--- src/rtl/opnd_pkg.sv ---
package opnd_pkg;
  localparam int CODE_W   = 7;
  localparam int SEL_W    = 2;
  localparam int FLT_W    = 32;
  localparam int BANK_W   = 2;
  localparam int NUM_IN   = 16;
  localparam int NUM_TMP  = 16;
  localparam int NUM_CNST = 96;
  localparam int TMP_BASE = NUM_IN;
  localparam int CNST_BASE = NUM_IN + NUM_TMP;

  typedef enum logic [BANK_W-1:0] {
    BANK_IN    = 2'd0,
    BANK_TMP   = 2'd1,
    BANK_CONST = 2'd2
  } bank_e;

  typedef enum logic [SEL_W-1:0] {
    SEL_NONE = 2'd0,
    SEL_X    = 2'd1,
    SEL_Y    = 2'd2,
    SEL_LOOP = 2'd3
  } sel_e;
endpackage

--- src/rtl/opnd_f2i.sv ---
module opnd_f2i #(
  parameter int OFS_W = 8
) (
  input  logic [31:0]      fval,
  output logic [OFS_W-1:0] ival
);
  localparam int BIAS    = 127;
  localparam int SAT_EXP = BIAS + OFS_W - 1;
  localparam int MAN_W   = 23;
  localparam logic [OFS_W-1:0] POS_MAX = {1'b0, {(OFS_W-1){1'b1}}};
  localparam logic [OFS_W-1:0] NEG_MIN = {1'b1, {(OFS_W-1){1'b0}}};

  logic             sgn;
  logic [7:0]       expo;
  logic [MAN_W-1:0] man;
  logic             is_nan, is_sat, is_small;
  logic [MAN_W:0]   sig, shifted;
  logic [7:0]       sh;
  logic [OFS_W-1:0] mag;

  always_comb begin
    sgn      = fval[31];
    expo     = fval[30:23];
    man      = fval[MAN_W-1:0];
    is_nan   = (expo == 8'hFF) && (man != '0);
    is_sat   = !is_nan && (int'(expo) >= SAT_EXP);
    is_small = int'(expo) < BIAS;
    sig      = {1'b1, man};
    sh       = 8'(BIAS + MAN_W) - expo;
    shifted  = sig >> sh;
    mag      = shifted[OFS_W-1:0];
    if (is_nan || is_small)  ival = '0;
    else if (is_sat)         ival = sgn ? NEG_MIN : POS_MAX;
    else                     ival = sgn ? (~mag + 1'b1) : mag;
  end

  always_comb begin
    if (is_nan) AST_NAN_ZERO: assert (ival == '0);
    if (!is_nan && sgn) AST_NEG_NOT_POS: assert (!(ival != '0 && !ival[OFS_W-1]));
    if (!is_nan && !sgn) AST_POS_NOT_NEG: assert (!ival[OFS_W-1]);
  end
endmodule

--- src/rtl/opnd_ofs_regs.sv ---
module opnd_ofs_regs #(
  parameter int OFS_W = 8
) (
  input  logic             clk,
  input  logic             rst_n,
  input  logic             load_en,
  input  logic [1:0]       load_mask,
  input  logic [31:0]      fval_x,
  input  logic [31:0]      fval_y,
  output logic [OFS_W-1:0] ofs_x,
  output logic [OFS_W-1:0] ofs_y
);
  logic [OFS_W-1:0] conv [2];
  logic [OFS_W-1:0] regs [2];
  logic [31:0]      fin  [2];

  assign fin[0] = fval_x;
  assign fin[1] = fval_y;

  for (genvar g = 0; g < 2; g++) begin : g_comp
    opnd_f2i #(.OFS_W(OFS_W)) u_f2i (.fval(fin[g]), .ival(conv[g]));
    always_ff @(posedge clk) begin
      if (!rst_n)                       regs[g] <= '0;
      else if (load_en && load_mask[g]) regs[g] <= conv[g];
    end
  end

  assign ofs_x = regs[0];
  assign ofs_y = regs[1];

  AST_X_HOLD: assert property (@(posedge clk) disable iff (!rst_n)
    !(load_en && load_mask[0]) |=> $stable(ofs_x));
  AST_Y_HOLD: assert property (@(posedge clk) disable iff (!rst_n)
    !(load_en && load_mask[1]) |=> $stable(ofs_y));
  AST_X_LOAD: assert property (@(posedge clk) disable iff (!rst_n)
    (load_en && load_mask[0]) |=> ofs_x == $past(conv[0]));
  AST_Y_LOAD: assert property (@(posedge clk) disable iff (!rst_n)
    (load_en && load_mask[1]) |=> ofs_y == $past(conv[1]));
endmodule

--- src/rtl/opnd_decode.sv ---
module opnd_decode
  import opnd_pkg::*;
#(
  parameter int OFS_W = 8
) (
  input  logic [CODE_W-1:0] src_code,
  input  logic [SEL_W-1:0]  idx_sel,
  input  logic [OFS_W-1:0]  ofs_x,
  input  logic [OFS_W-1:0]  ofs_y,
  input  logic [OFS_W-1:0]  loop_cnt,
  output bank_e             bank,
  output logic [CODE_W-1:0] index,
  output logic              oor
);
  localparam int LOC_W = $clog2(NUM_IN);

  logic [OFS_W-1:0]  ofs;
  logic [CODE_W-1:0] base;

  always_comb begin
    case (sel_e'(idx_sel))
      SEL_X:    ofs = ofs_x;
      SEL_Y:    ofs = ofs_y;
      SEL_LOOP: ofs = loop_cnt;
      default:  ofs = '0;
    endcase
    if (int'(src_code) < TMP_BASE)       bank = BANK_IN;
    else if (int'(src_code) < CNST_BASE) bank = BANK_TMP;
    else                                 bank = BANK_CONST;
    base = src_code - CODE_W'(CNST_BASE);
    if (bank == BANK_CONST) begin
      index = base + CODE_W'(ofs);
      oor   = int'(index) >= NUM_CNST;
    end else begin
      index = {{(CODE_W-LOC_W){1'b0}}, src_code[LOC_W-1:0]};
      oor   = 1'b0;
    end
  end

  always_comb begin
    if (oor) AST_OOR_CONST_ONLY: assert (bank == BANK_CONST);
    if (bank != BANK_CONST) AST_LOCAL_PASS: assert (index[CODE_W-1:LOC_W] == '0);
    if (idx_sel == '0) AST_NO_SEL_IN_RANGE: assert (!oor);
  end
endmodule

--- src/rtl/opnd_addr_resolver.sv ---
module opnd_addr_resolver
  import opnd_pkg::*;
#(
  parameter int OFS_W = 8
) (
  input  logic              clk,
  input  logic              rst_n,
  input  logic [6:0]        src_code,
  input  logic [1:0]        idx_sel,
  input  logic [OFS_W-1:0]  loop_cnt,
  input  logic              mova_en,
  input  logic [1:0]        mova_mask,
  input  logic [31:0]       mova_x,
  input  logic [31:0]       mova_y,
  output logic [1:0]        bank_sel,
  output logic [6:0]        reg_index,
  output logic              out_of_range,
  output logic [OFS_W-1:0]  ofs_x,
  output logic [OFS_W-1:0]  ofs_y
);
  bank_e bank;

  opnd_ofs_regs #(.OFS_W(OFS_W)) u_regs (
    .clk(clk), .rst_n(rst_n), .load_en(mova_en), .load_mask(mova_mask),
    .fval_x(mova_x), .fval_y(mova_y), .ofs_x(ofs_x), .ofs_y(ofs_y)
  );

  opnd_decode #(.OFS_W(OFS_W)) u_dec (
    .src_code(src_code), .idx_sel(idx_sel), .ofs_x(ofs_x), .ofs_y(ofs_y),
    .loop_cnt(loop_cnt), .bank(bank), .index(reg_index), .oor(out_of_range)
  );

  assign bank_sel = bank;

  AST_RESET_CLEAR: assert property (@(posedge clk)
    $rose(rst_n) |-> (ofs_x == '0 && ofs_y == '0));
endmodule

--- config.mk ---
export PLATFORM = sky130hd
export DESIGN_NAME = opnd_addr_resolver
export DESIGN_NICKNAME = d
export VERILOG_FILES = /design/src/rtl/opnd_pkg.sv /design/src/rtl/opnd_f2i.sv /design/src/rtl/opnd_ofs_regs.sv /design/src/rtl/opnd_decode.sv /design/src/rtl/opnd_addr_resolver.sv
export SDC_FILE = /design/constraint.sdc
export NUM_CORES = 1
export LEC_CHECK = 0
export BUFFER_PORTS_ARGS = -buffer_cell sky130_fd_sc_hd__buf_4
export CAP_MARGIN = 20
export CORE_MARGIN = 5
export CORE_UTILIZATION = 51
export CTS_CLUSTER_SIZE = 20
export DETAILED_ROUTE_END_ITERATION = 12
export GPL_TIMING_DRIVEN = 0
export PLACE_DENSITY = 0.82
export SETUP_SLACK_MARGIN = 0.02
export SYNTH_ARGS = -nofsm -noshare
export SYNTH_HDL_FRONTEND = slang
export SYNTH_SLANG_ARGS = --single-unit
--- constraint.sdc ---
create_clock -name clk -period 4.7 [get_ports clk]
set_clock_uncertainty 0.05 [all_clocks]
set_input_delay 0.94 -clock clk [delete_from_list [all_inputs] [get_ports clk]]
set_output_delay 0.94 -clock clk [all_outputs]
set_load 0.05 [all_outputs]
==> metrics.txt, run 1 <==
# TYPE chip_impl_metric gauge
chip_impl_info{name="outcome",value="complete, no violations"} 1
chip_impl_info{name="ctsRootBufferMaster",value="sky130_fd_sc_hd__clkbuf_8"} 1
chip_impl_metric{name="power_report.internal_total",unit="mW"} 0.536
chip_impl_metric{name="ys_types",unit=""} 81
chip_impl_metric{name="syn_area_per_cell",unit="um^2"} 8.09
chip_impl_metric{name="worstPathArrival",unit="ns"} 4.55
chip_impl_metric{name="synth_async_sr_flop_share",unit=""} 0
chip_impl_metric{name="drtPass1Iterations",unit=""} 5
chip_impl_info{name="critPathLaunch",value="mova_x[23]"} 1
chip_impl_metric{name="setup_total_negative_slack",unit="ns"} 0
chip_impl_metric{name="power_leakage",unit="nW"} 2.35
chip_impl_metric{name="finalWorstSetupSlack",unit="ns"} 0.0947
chip_impl_metric{name="largest_register_ffs",unit=""} 16
chip_impl_metric{name="finalCriticalPeriod",unit="ns"} 4.61
chip_impl_metric{name="combPwrFrac",unit=""} 0.732
chip_impl_info{name="crit_end",value="u_regs.regs[0][6]"} 1
chip_impl_info{name="criticalPathCategory",value="in2reg"} 1
chip_impl_metric{name="detailroute.via_count",unit=""} 5254
chip_impl_metric{name="achievable-frequency",unit="MHz"} 217
chip_impl_metric{name="synth_largest_type_area_fraction",unit=""} 0.105
chip_impl_metric{name="first_pass_grt_wire_length",unit="um"} 24300
chip_impl_metric{name="final_net_count",unit=""} 781
chip_impl_metric{name="detailedRoute.firstIterationViolations",unit=""} 533
chip_impl_metric{name="antenna_cells_inserted",unit=""} 0
chip_impl_metric{name="cts.sink_count",unit=""} 16
chip_impl_metric{name="postLayoutCellArea",unit="mm^2"} 0.00559
chip_impl_info{name="most_common_cell_in_the_netlist",value="sky130_fd_sc_hd__nor2_1"} 1
chip_impl_metric{name="post_route_clock_period_utilization",unit=""} 0.980
chip_impl_metric{name="vdd.ir_drop.worst",unit="uV"} 104
chip_impl_info{name="synth_top_family_by_area",value="multiplexers"} 1
chip_impl_metric{name="layout-drive-gt1-share",unit=""} 0.302
chip_impl_metric{name="switching_share",unit=""} 0.482
chip_impl_info{name="yosys.area.top_type",value="sky130_fd_sc_hd__edfxtp_1"} 1
chip_impl_metric{name="grt.total_usage",unit=""} 0.257
chip_impl_metric{name="adder_cell_area_share_of_the_yosys_netlist",unit=""} 0.0507
chip_impl_metric{name="total_routed_length",unit="um"} 15000
chip_impl_metric{name="critical_path.max_fanout",unit=""} 10
chip_impl_metric{name="tritoncts.num_buffers",unit=""} 3
chip_impl_metric{name="multi_input_comb_area",unit="mm^2"} 0.00384
chip_impl_metric{name="p_seq_frac",unit=""} 0.169
chip_impl_metric{name="synth_enable_flop_cells",unit=""} 16
chip_impl_metric{name="fillCellCount",unit=""} 739
chip_impl_metric{name="power.share.clock",unit=""} 0.099
chip_impl_metric{name="timing.critical_path.required",unit="ns"} 4.64
chip_impl_info{name="tritoncts_clock_tree",value="built"} 1
chip_impl_metric{name="placed_area",unit="mm^2"} 0.00553
chip_impl_info{name="largestRegisters",value="u_regs.regs x16"} 1
chip_impl_metric{name="number_of_global_route_vias_before_repair",unit=""} 4953
chip_impl_metric{name="io_count",unit=""} 112
chip_impl_metric{name="p_sw",unit="mW"} 0.500
chip_impl_metric{name="clock_tree.htree_level_count",unit=""} 1
chip_impl_metric{name="wire_per_inst",unit="um"} 19.1
chip_impl_metric{name="ff_latch_area",unit="um^2"} 480
chip_impl_metric{name="dp_hpwl",unit="um"} 12300
chip_impl_metric{name="core",unit="mm^2"} 0.00876
chip_impl_metric{name="report.final.setup_viol",unit=""} 0
chip_impl_metric{name="largest_net_degree_at_the_start_of_global_routing",unit=""} 11
chip_impl_metric{name="design.die.area",unit="mm^2"} 0.0110
chip_impl_metric{name="initial_antenna_violation_count",unit=""} 0
chip_impl_metric{name="pwr_density_cell",unit="mW/mm^2"} 185
chip_impl_metric{name="yosys.area_share.xor_xnor",unit=""} 0.0453
chip_impl_info{name="most_used_flip_flop_cell_after_synthesis",value="sky130_fd_sc_hd__edfxtp_1"} 1
chip_impl_metric{name="drc_errors",unit=""} 0
chip_impl_metric{name="row_count",unit=""} 34
chip_impl_metric{name="post_synth_mux_area_share",unit=""} 0.255
chip_impl_metric{name="avgViaCountPerCell",unit=""} 6.70
chip_impl_metric{name="pre_cts_slack",unit="ns"} -0.805
chip_impl_metric{name="floorplan.initialDensity",unit=""} 0.524
chip_impl_metric{name="synth-simple-area-share",unit=""} 0.233
chip_impl_metric{name="die_w",unit="um"} 105
chip_impl_metric{name="report.final.slew_viol_count",unit=""} 0
chip_impl_metric{name="numPortBuffers",unit=""} 106
chip_impl_metric{name="die_h",unit="um"} 105
chip_impl_metric{name="synth-compound-area-share",unit=""} 0.251
chip_impl_metric{name="worst-slew-pin-transition",unit="ns"} 0.905
chip_impl_metric{name="final_core_util",unit=""} 0.637
chip_impl_metric{name="clock_tree.buffer_depth",unit=""} 2
chip_impl_metric{name="synth_fp_nets",unit=""} 671
chip_impl_metric{name="final_antenna_net_count",unit=""} 0
chip_impl_metric{name="netlist_instances",unit=""} 567
chip_impl_metric{name="global_route_total_overflow",unit=""} 0
chip_impl_metric{name="timing_hold_violations_final",unit=""} 0
chip_impl_metric{name="relative_max_transition_margin",unit=""} 0.392
chip_impl_metric{name="yosys_register_bits",unit=""} 16
chip_impl_metric{name="syn_area",unit="mm^2"} 0.00459
chip_impl_info{name="holdCritPathClass",value="in2reg"} 1
chip_impl_info{name="worst_setup_path_end_kind",value="flop"} 1
chip_impl_metric{name="max_cap_viol_count",unit=""} 0
chip_impl_metric{name="place.gp.congestion",unit=""} 1.00
chip_impl_metric{name="ys_warnings",unit=""} 0
chip_impl_metric{name="synth-seq-area-share",unit=""} 0.105
chip_impl_metric{name="syn_to_final_growth",unit="%"} 21.8
chip_impl_metric{name="clkSlewWorstSetupHoldPaths",unit="ns"} 0.06
chip_impl_info{name="synth_common_cells",value="sky130_fd_sc_hd__nor2_1, sky130_fd_sc_hd__nand2_1, sky130_fd_sc_hd__mux2i_1, sky130_fd_sc_hd__mux2_2, sky130_fd_sc_hd__a21oi_1"} 1
chip_impl_info{name="post_synth_main_area_contributors",value="sky130_fd_sc_hd__edfxtp_1, sky130_fd_sc_hd__mux2_2, sky130_fd_sc_hd__mux2i_1, sky130_fd_sc_hd__mux4_2, sky130_fd_sc_hd__ha_1"} 1
chip_impl_info{name="startpoint_type",value="input pin"} 1
chip_impl_metric{name="postCtsHoldBufs",unit=""} 0
chip_impl_info{name="registers.top_by_ff_count",value="u_regs.regs"} 1
cell type report:
class / count / area share
inverter: 19 / 0.0128
timing repair buffer: 107 / 0.144
clock buffer: 3 / 0.00739
buffer: 34 / 0.0372
sequential: 16 / 0.0860
multi-input combinational: 496 / 0.688
tap: 108 / 0.0242
clock inverter: 1 / 0.000672
worst min-delay path by stage:
| stage | from | endpoint | slack (ns) | cells past startpoint |
|---|---|---|---|---|
| 5_1_grt | mova_x[31] | u_regs.regs[0][0] | 1.12 | 3 |
| 3_5_place_dp | mova_x[31] | u_regs.regs[0][0] | 1.37 | 3 |
| 4_1_cts | mova_x[31] | u_regs.regs[0][0] | 1.11 | 3 |
| 2_1_floorplan | mova_y[31] | u_regs.regs[1][0] | 1.19 | 3 |
| 6_report | mova_x[31] | u_regs.regs[0][0] | 1.11 | 3 |
| 3_3_place_gp | mova_x[31] | u_regs.regs[0][0] | 1.36 | 3 |
per-stage QoR:
| step | instances | hold WS, ns | total power, mW |
|---|---|---|---|
| after floorplan | 567 | 1.19 | 0.692 |
| after global placement | 781 | 1.36 | 0.902 |
| after detailed placement | 781 | 1.37 | 0.915 |
| after CTS | 785 | 1.11 | 1.02 |
| after global routing | 784 | 1.12 | 1.10 |
| final | 784 | 1.11 | 1.04 |
routing by layer:
layer	vias to the layer above	GRT usage	wire length [um]
met2	293	0.411	6880
met5	-	0	0
met4	0	0.0575	199
li1	2438	-	-
met3	24	0.0413	1490
met1	2499	0.365	6420
critical path, cell delays in order:
cell,delay (ns)
sky130_fd_sc_hd__buf_4,0.09
sky130_fd_sc_hd__buf_6,0.14
sky130_fd_sc_hd__buf_6,0.17
sky130_fd_sc_hd__buf_6,0.17
sky130_fd_sc_hd__buf_2,0.26
sky130_fd_sc_hd__inv_1,0.07
sky130_fd_sc_hd__ha_1,0.28
sky130_fd_sc_hd__buf_2,0.17
sky130_fd_sc_hd__buf_2,0.20
sky130_fd_sc_hd__clkbuf_1,0.24
sky130_fd_sc_hd__nor2_1,0.33
sky130_fd_sc_hd__a222oi_1,0.16
sky130_fd_sc_hd__buf_4,0.19
sky130_fd_sc_hd__a22oi_2,0.17
sky130_fd_sc_hd__ha_1,0.22
sky130_fd_sc_hd__nand3_1,0.12
sky130_fd_sc_hd__o41ai_2,0.38
sky130_fd_sc_hd__nand2_1,0.10
sky130_fd_sc_hd__nor3b_1,0.15
cells by family (layout without fill, tap and decap cells):
family | Yosys count | in the layout
buf+inv | 55 | 164
compound gates | 154 | 154
mux | 87 | 87
simple gates | 215 | 215
fa+ha+maj | 18 | 18
xor+xnor | 22 | 22
flops | 16 | 16
power groups by stage:
stage	combinational, mW	sequential (mW)	clock (mW)
after floorplan	0.477	0.215	0
after global placement	0.724	0.178	0
after detailed placement	0.737	0.178	0
after CTS	0.742	0.175	0.105
after global routing	0.812	0.176	0.111
final	0.758	0.175	0.102
placed cells by master, fill, tap and decap left out, types with 4 or more instances in the layout:
cell type                  synthesis  final
sky130_fd_sc_hd__edfxtp_1         16     16
sky130_fd_sc_hd__buf_4             5    112
sky130_fd_sc_hd__buf_2            12     11
sky130_fd_sc_hd__nor2b_1          11     10
sky130_fd_sc_hd__ha_1             17     17
sky130_fd_sc_hd__a311oi_1          8      8
sky130_fd_sc_hd__o21ai_0          17     16
sky130_fd_sc_hd__xnor2_1          17     17
sky130_fd_sc_hd__a21o_1            8      8
sky130_fd_sc_hd__and3_1            9      9
sky130_fd_sc_hd__a21oi_1          24     24
sky130_fd_sc_hd__nor4_1           13     13
sky130_fd_sc_hd__a211oi_1         13     12
sky130_fd_sc_hd__nor3_1           23     23
sky130_fd_sc_hd__a41oi_1           5      5
sky130_fd_sc_hd__a31o_2            4      4
sky130_fd_sc_hd__nand2_1          50     50
sky130_fd_sc_hd__nor2_1           52     52
sky130_fd_sc_hd__mux4_1            8      8
sky130_fd_sc_hd__and2_1            6      5
sky130_fd_sc_hd__o211ai_1          7      7
sky130_fd_sc_hd__a31oi_1          11     11
sky130_fd_sc_hd__mux2i_1          35     35
sky130_fd_sc_hd__mux4_2           10     10
sky130_fd_sc_hd__a22o_1            7      7
sky130_fd_sc_hd__a221oi_1          5      5
sky130_fd_sc_hd__clkbuf_1         12      8
sky130_fd_sc_hd__a211o_1           4      4
sky130_fd_sc_hd__nor3b_1           4      4
sky130_fd_sc_hd__mux2_2           33     33
sky130_fd_sc_hd__inv_1            17     17
sky130_fd_sc_hd__o22ai_1           4      4
sky130_fd_sc_hd__or3_1             6      6
sky130_fd_sc_hd__nand4_1           6      6
sky130_fd_sc_hd__nand3_1          19     19
sky130_fd_sc_hd__buf_6             5      5
what timing repair did:
action                                 4_1_cts  5_1_grt
setup endpoints to repair                    8       11
pin swaps                                    0        1
setup buffers                                0        1
endpoints found under the hold margin        0        0
resized for setup                            5        5
No activity file was read; power rests on OpenSTA's default activity.
==> run 2: changes to the inputs <==
--- a/config.mk
+++ b/config.mk
@@ -5,14 +5,15 @@
 export SDC_FILE = /design/constraint.sdc
 export NUM_CORES = 1
 export LEC_CHECK = 0
+export ABC_AREA = 1
 export BUFFER_PORTS_ARGS = -buffer_cell sky130_fd_sc_hd__buf_4
 export CAP_MARGIN = 20
 export CORE_MARGIN = 5
-export CORE_UTILIZATION = 51
+export CORE_UTILIZATION = 50
 export CTS_CLUSTER_SIZE = 20
 export DETAILED_ROUTE_END_ITERATION = 12
 export GPL_TIMING_DRIVEN = 0
-export PLACE_DENSITY = 0.82
+export PLACE_DENSITY = 0.81
 export SETUP_SLACK_MARGIN = 0.02
 export SYNTH_ARGS = -nofsm -noshare
 export SYNTH_HDL_FRONTEND = slang
==> run 2 against run 1 <==
Net effect:
- clock-buffer cell count stayed put
- combinational power is 2% lower
- die area is 5.7% lower
- flip-flop and latch count stayed put
- worst hold slack worse by 0.076 ns
==> metrics.txt, run 2 <==
# TYPE chip_impl_metric gauge
chip_impl_metric{name="clkSlewWorstSetupHoldPaths",unit="ns"} 0.06
chip_impl_info{name="startpoint_type",value="input pin"} 1
chip_impl_metric{name="ys_types",unit=""} 37
chip_impl_metric{name="floorplan.initialDensity",unit=""} 0.513
chip_impl_metric{name="clock_tree.buffer_depth",unit=""} 2
chip_impl_metric{name="syn_to_final_growth",unit="%"} 23.8
chip_impl_info{name="largestRegisters",value="u_regs.regs x16"} 1
chip_impl_metric{name="finalPower",unit="mW"} 1.03
chip_impl_metric{name="syn_area_per_cell",unit="um^2"} 5.36
chip_impl_metric{name="layout-drive-gt1-share",unit=""} 0.186
chip_impl_info{name="post_synth_main_area_contributors",value="sky130_fd_sc_hd__nand3_1, sky130_fd_sc_hd__nand2_1, sky130_fd_sc_hd__edfxtp_1, sky130_fd_sc_hd__inv_1, sky130_fd_sc_hd__ha_1"} 1
chip_impl_metric{name="drc_errors",unit=""} 0
chip_impl_metric{name="synth-seq-area-share",unit=""} 0.114
chip_impl_info{name="layout.cells.most_common_list",value="sky130_fd_sc_hd__nand2_1, sky130_fd_sc_hd__nand3_1, sky130_fd_sc_hd__buf_4"} 1
chip_impl_metric{name="met1Wirelength",unit="um"} 6510
chip_impl_metric{name="io_count",unit=""} 112
chip_impl_metric{name="antenna_cells_inserted",unit=""} 0
chip_impl_metric{name="critical_path.max_fanout",unit=""} 7
chip_impl_info{name="ctsRootBufferMaster",value="sky130_fd_sc_hd__clkbuf_8"} 1
chip_impl_info{name="most_common_cell_in_the_netlist",value="sky130_fd_sc_hd__nand2_1"} 1
chip_impl_metric{name="worstHoldPathCells",unit=""} 2
chip_impl_metric{name="design.die.area",unit="mm^2"} 0.0104
chip_impl_metric{name="power_leakage",unit="nW"} 2.72
chip_impl_metric{name="numPortBuffers",unit=""} 108
chip_impl_metric{name="cts_post_setup_buffers_inserted",unit=""} 0
chip_impl_info{name="criticalPathCategory",value="in2out"} 1
chip_impl_metric{name="timing_hold_violations_final",unit=""} 0
chip_impl_info{name="most_used_flip_flop_cell_after_synthesis",value="sky130_fd_sc_hd__edfxtp_1"} 1
chip_impl_metric{name="report.final.setup_viol",unit=""} 0
chip_impl_metric{name="die_h",unit="um"} 102
chip_impl_metric{name="setup_total_negative_slack",unit="ns"} 0
chip_impl_metric{name="core",unit="mm^2"} 0.00822
chip_impl_metric{name="cts_resized",unit=""} 0
chip_impl_info{name="worst_setup_path_end_kind",value="output port"} 1
chip_impl_metric{name="detailroute.via_count",unit=""} 5797
chip_impl_metric{name="clock_tree.htree_level_count",unit=""} 1
chip_impl_metric{name="total_routed_length",unit="um"} 15100
chip_impl_metric{name="achievable-frequency",unit="MHz"} 228
chip_impl_metric{name="fillCellCount",unit=""} 842
chip_impl_metric{name="final_net_count",unit=""} 1005
chip_impl_metric{name="yosys_register_bits",unit=""} 16
chip_impl_metric{name="first_pass_grt_wire_length",unit="um"} 24900
chip_impl_metric{name="syn_area",unit="mm^2"} 0.00421
chip_impl_metric{name="number_of_global_route_vias_before_repair",unit=""} 5473
chip_impl_metric{name="synth_enable_flop_cells",unit=""} 16
chip_impl_metric{name="largest_net_degree_at_the_start_of_global_routing",unit=""} 11
chip_impl_metric{name="postCtsHoldBufs",unit=""} 0
chip_impl_metric{name="grt.total_usage",unit=""} 0.290
chip_impl_info{name="outcome",value="complete, no violations"} 1
chip_impl_metric{name="die_w",unit="um"} 102
chip_impl_metric{name="post_route_clock_period_utilization",unit=""} 0.934
chip_impl_info{name="final_common_cell",value="sky130_fd_sc_hd__nand2_1"} 1
chip_impl_info{name="top_signal_layer_used",value="met4"} 1
chip_impl_metric{name="global_route_total_overflow",unit=""} 0
chip_impl_metric{name="finalCriticalPeriod",unit="ns"} 4.39
chip_impl_metric{name="timing.critical_path.required",unit="ns"} 3.71
chip_impl_metric{name="tritoncts.num_buffers",unit=""} 3
chip_impl_metric{name="vdd.ir_drop.worst",unit="uV"} 97.7
chip_impl_metric{name="ys_warnings",unit=""} 0
chip_impl_info{name="tritoncts_clock_tree",value="built"} 1
chip_impl_metric{name="place.gp.congestion",unit=""} 0.995
chip_impl_metric{name="worstPathArrival",unit="ns"} 3.40
chip_impl_metric{name="final_antenna_net_count",unit=""} 0
chip_impl_metric{name="dp_hpwl",unit="um"} 12900
chip_impl_metric{name="worst-slew-pin-transition",unit="ns"} 0.909
chip_impl_metric{name="synth_fp_nets",unit=""} 890
chip_impl_metric{name="wire_per_inst",unit="um"} 15.1
chip_impl_info{name="unrepaired_setup_endpoints_after_global_routing",value="no"} 1
chip_impl_metric{name="pwr_density_cell",unit="mW/mm^2"} 197
chip_impl_metric{name="cts.sink_count",unit=""} 16
chip_impl_metric{name="route.met3.wl",unit="um"} 1140
chip_impl_metric{name="initial_antenna_violation_count",unit=""} 0
chip_impl_info{name="yosys.area.top_type",value="sky130_fd_sc_hd__nand3_1"} 1
chip_impl_metric{name="synth_async_sr_flop_share",unit=""} 0
chip_impl_metric{name="report.final.slew_viol_count",unit=""} 0
chip_impl_metric{name="row_count",unit=""} 33
chip_impl_metric{name="dp.cells",unit=""} 999
chip_impl_metric{name="netlist_instances",unit=""} 786
chip_impl_metric{name="detailedRoute.firstIterationViolations",unit=""} 502
chip_impl_info{name="holdCritPathClass",value="in2reg"} 1
chip_impl_metric{name="avgViaCountPerCell",unit=""} 5.77
chip_impl_info{name="synth_common_cells",value="sky130_fd_sc_hd__nand2_1, sky130_fd_sc_hd__nand3_1, sky130_fd_sc_hd__inv_1, sky130_fd_sc_hd__nor2_1, sky130_fd_sc_hd__a21oi_1"} 1
chip_impl_metric{name="max_cap_viol_count",unit=""} 0
chip_impl_metric{name="largest_register_ffs",unit=""} 16
chip_impl_metric{name="synth_largest_type_area_fraction",unit=""} 0.262
chip_impl_metric{name="detailroute.wirelength.met2",unit="um"} 6900
chip_impl_info{name="registers.top_by_ff_count",value="u_regs.regs"} 1
chip_impl_metric{name="finish.cell_count_without_fillers",unit=""} 1005
chip_impl_metric{name="relative_max_transition_margin",unit=""} 0.389
chip_impl_metric{name="drtPass1Iterations",unit=""} 6
-- run 2: changes by cell type after synthesis, moves of 17 or more --
cell                      previous run  this run
sky130_fd_sc_hd__inv_1              17        62
sky130_fd_sc_hd__nand2_1            50       265
sky130_fd_sc_hd__xnor2_1            17         0
sky130_fd_sc_hd__nand3_1            19       221
sky130_fd_sc_hd__mux2_2             33         0
sky130_fd_sc_hd__mux2i_1            35         0
-- run 2: metrics by stage --
step                instance area, um^2  utilization  setup slack [ns]  hold WS (ns)
finish                             5220        0.635             0.309          1.04
global route                       5220        0.635            0.0651          1.04
CTS                                5210        0.634             0.217          1.07
detailed placement                 5160        0.628             0.224          1.32
global placement                   5160        0.628             0.326          1.32
floorplan                          4220            -             0.362          1.25
-- run 2: path summary, 6_finish.rpt --
| check | to | slack [ns] | startpoint |
|---|---|---|---|
| worst max-delay path | reg_index[6] | 0.31 | idx_sel[0] |
| worst min-delay path | u_regs.regs[0][0] | 1.04 | rst_n |
-- run 2: kinds of logic (layout without fill, tap and decap cells) --
kind of cell	Yosys count	in the layout	share of synthesized area
XOR/XNOR	7	7	0.0145
AO/OA/AOI/OAI	62	62	0.0814
flip-flops	16	16	0.114
adder cells (fa/ha/maj)	18	18	0.0552
buffers and inverters	101	215	0.109
AND/OR/NAND/NOR	582	582	0.626
-- run 2: area by class of cell --
cell class / count / area, um^2 / area share
clock buffer: 3 / 41.3 / 0.00791
buffer: 32 / 199 / 0.0381
inverter: 69 / 259 / 0.0496
multi-input combinational: 669 / 3280 / 0.629
sequential: 16 / 480 / 0.0921
tap: 105 / 131 / 0.0252
clock inverter: 1 / 3.75 / 0.000719
timing repair buffer: 110 / 821 / 0.157
-- run 2: power by group --
part | switching [mW] | internal (mW) | leakage [nW] | total [mW]
logic | 0.492 | 0.255 | 2.54 | 0.746
clock network | 0.0452 | 0.0578 | 0.0231 | 0.103
registers | 0.00709 | 0.170 | 0.163 | 0.177
-- run 2: worst max-delay path: stages --
cell	delay (ns)
sky130_fd_sc_hd__buf_4	0.11
sky130_fd_sc_hd__inv_1	0.09
sky130_fd_sc_hd__nand2_1	0.07
sky130_fd_sc_hd__inv_1	0.14
sky130_fd_sc_hd__nand2_1	0.09
sky130_fd_sc_hd__nand3_1	0.08
sky130_fd_sc_hd__ha_1	0.23
sky130_fd_sc_hd__ha_1	0.35
sky130_fd_sc_hd__a21oi_1	0.18
sky130_fd_sc_hd__inv_1	0.06
sky130_fd_sc_hd__a31oi_1	0.21
sky130_fd_sc_hd__nor2_1	0.07
sky130_fd_sc_hd__inv_1	0.08
sky130_fd_sc_hd__nand2_1	0.05
sky130_fd_sc_hd__a21oi_1	0.14
sky130_fd_sc_hd__xor2_1	0.24
sky130_fd_sc_hd__nor2_1	0.06
sky130_fd_sc_hd__buf_4	0.21
-- run 2: metal layers --
| metal | vias up | global-route usage |
|---|---|---|
| met2 | 263 | 0.486 |
| met3 | 42 | 0.0207 |
| li1 | 2891 | - |
| met5 | - | 0 |
| met1 | 2601 | 0.391 |
| met4 | 0 | 0.106 |
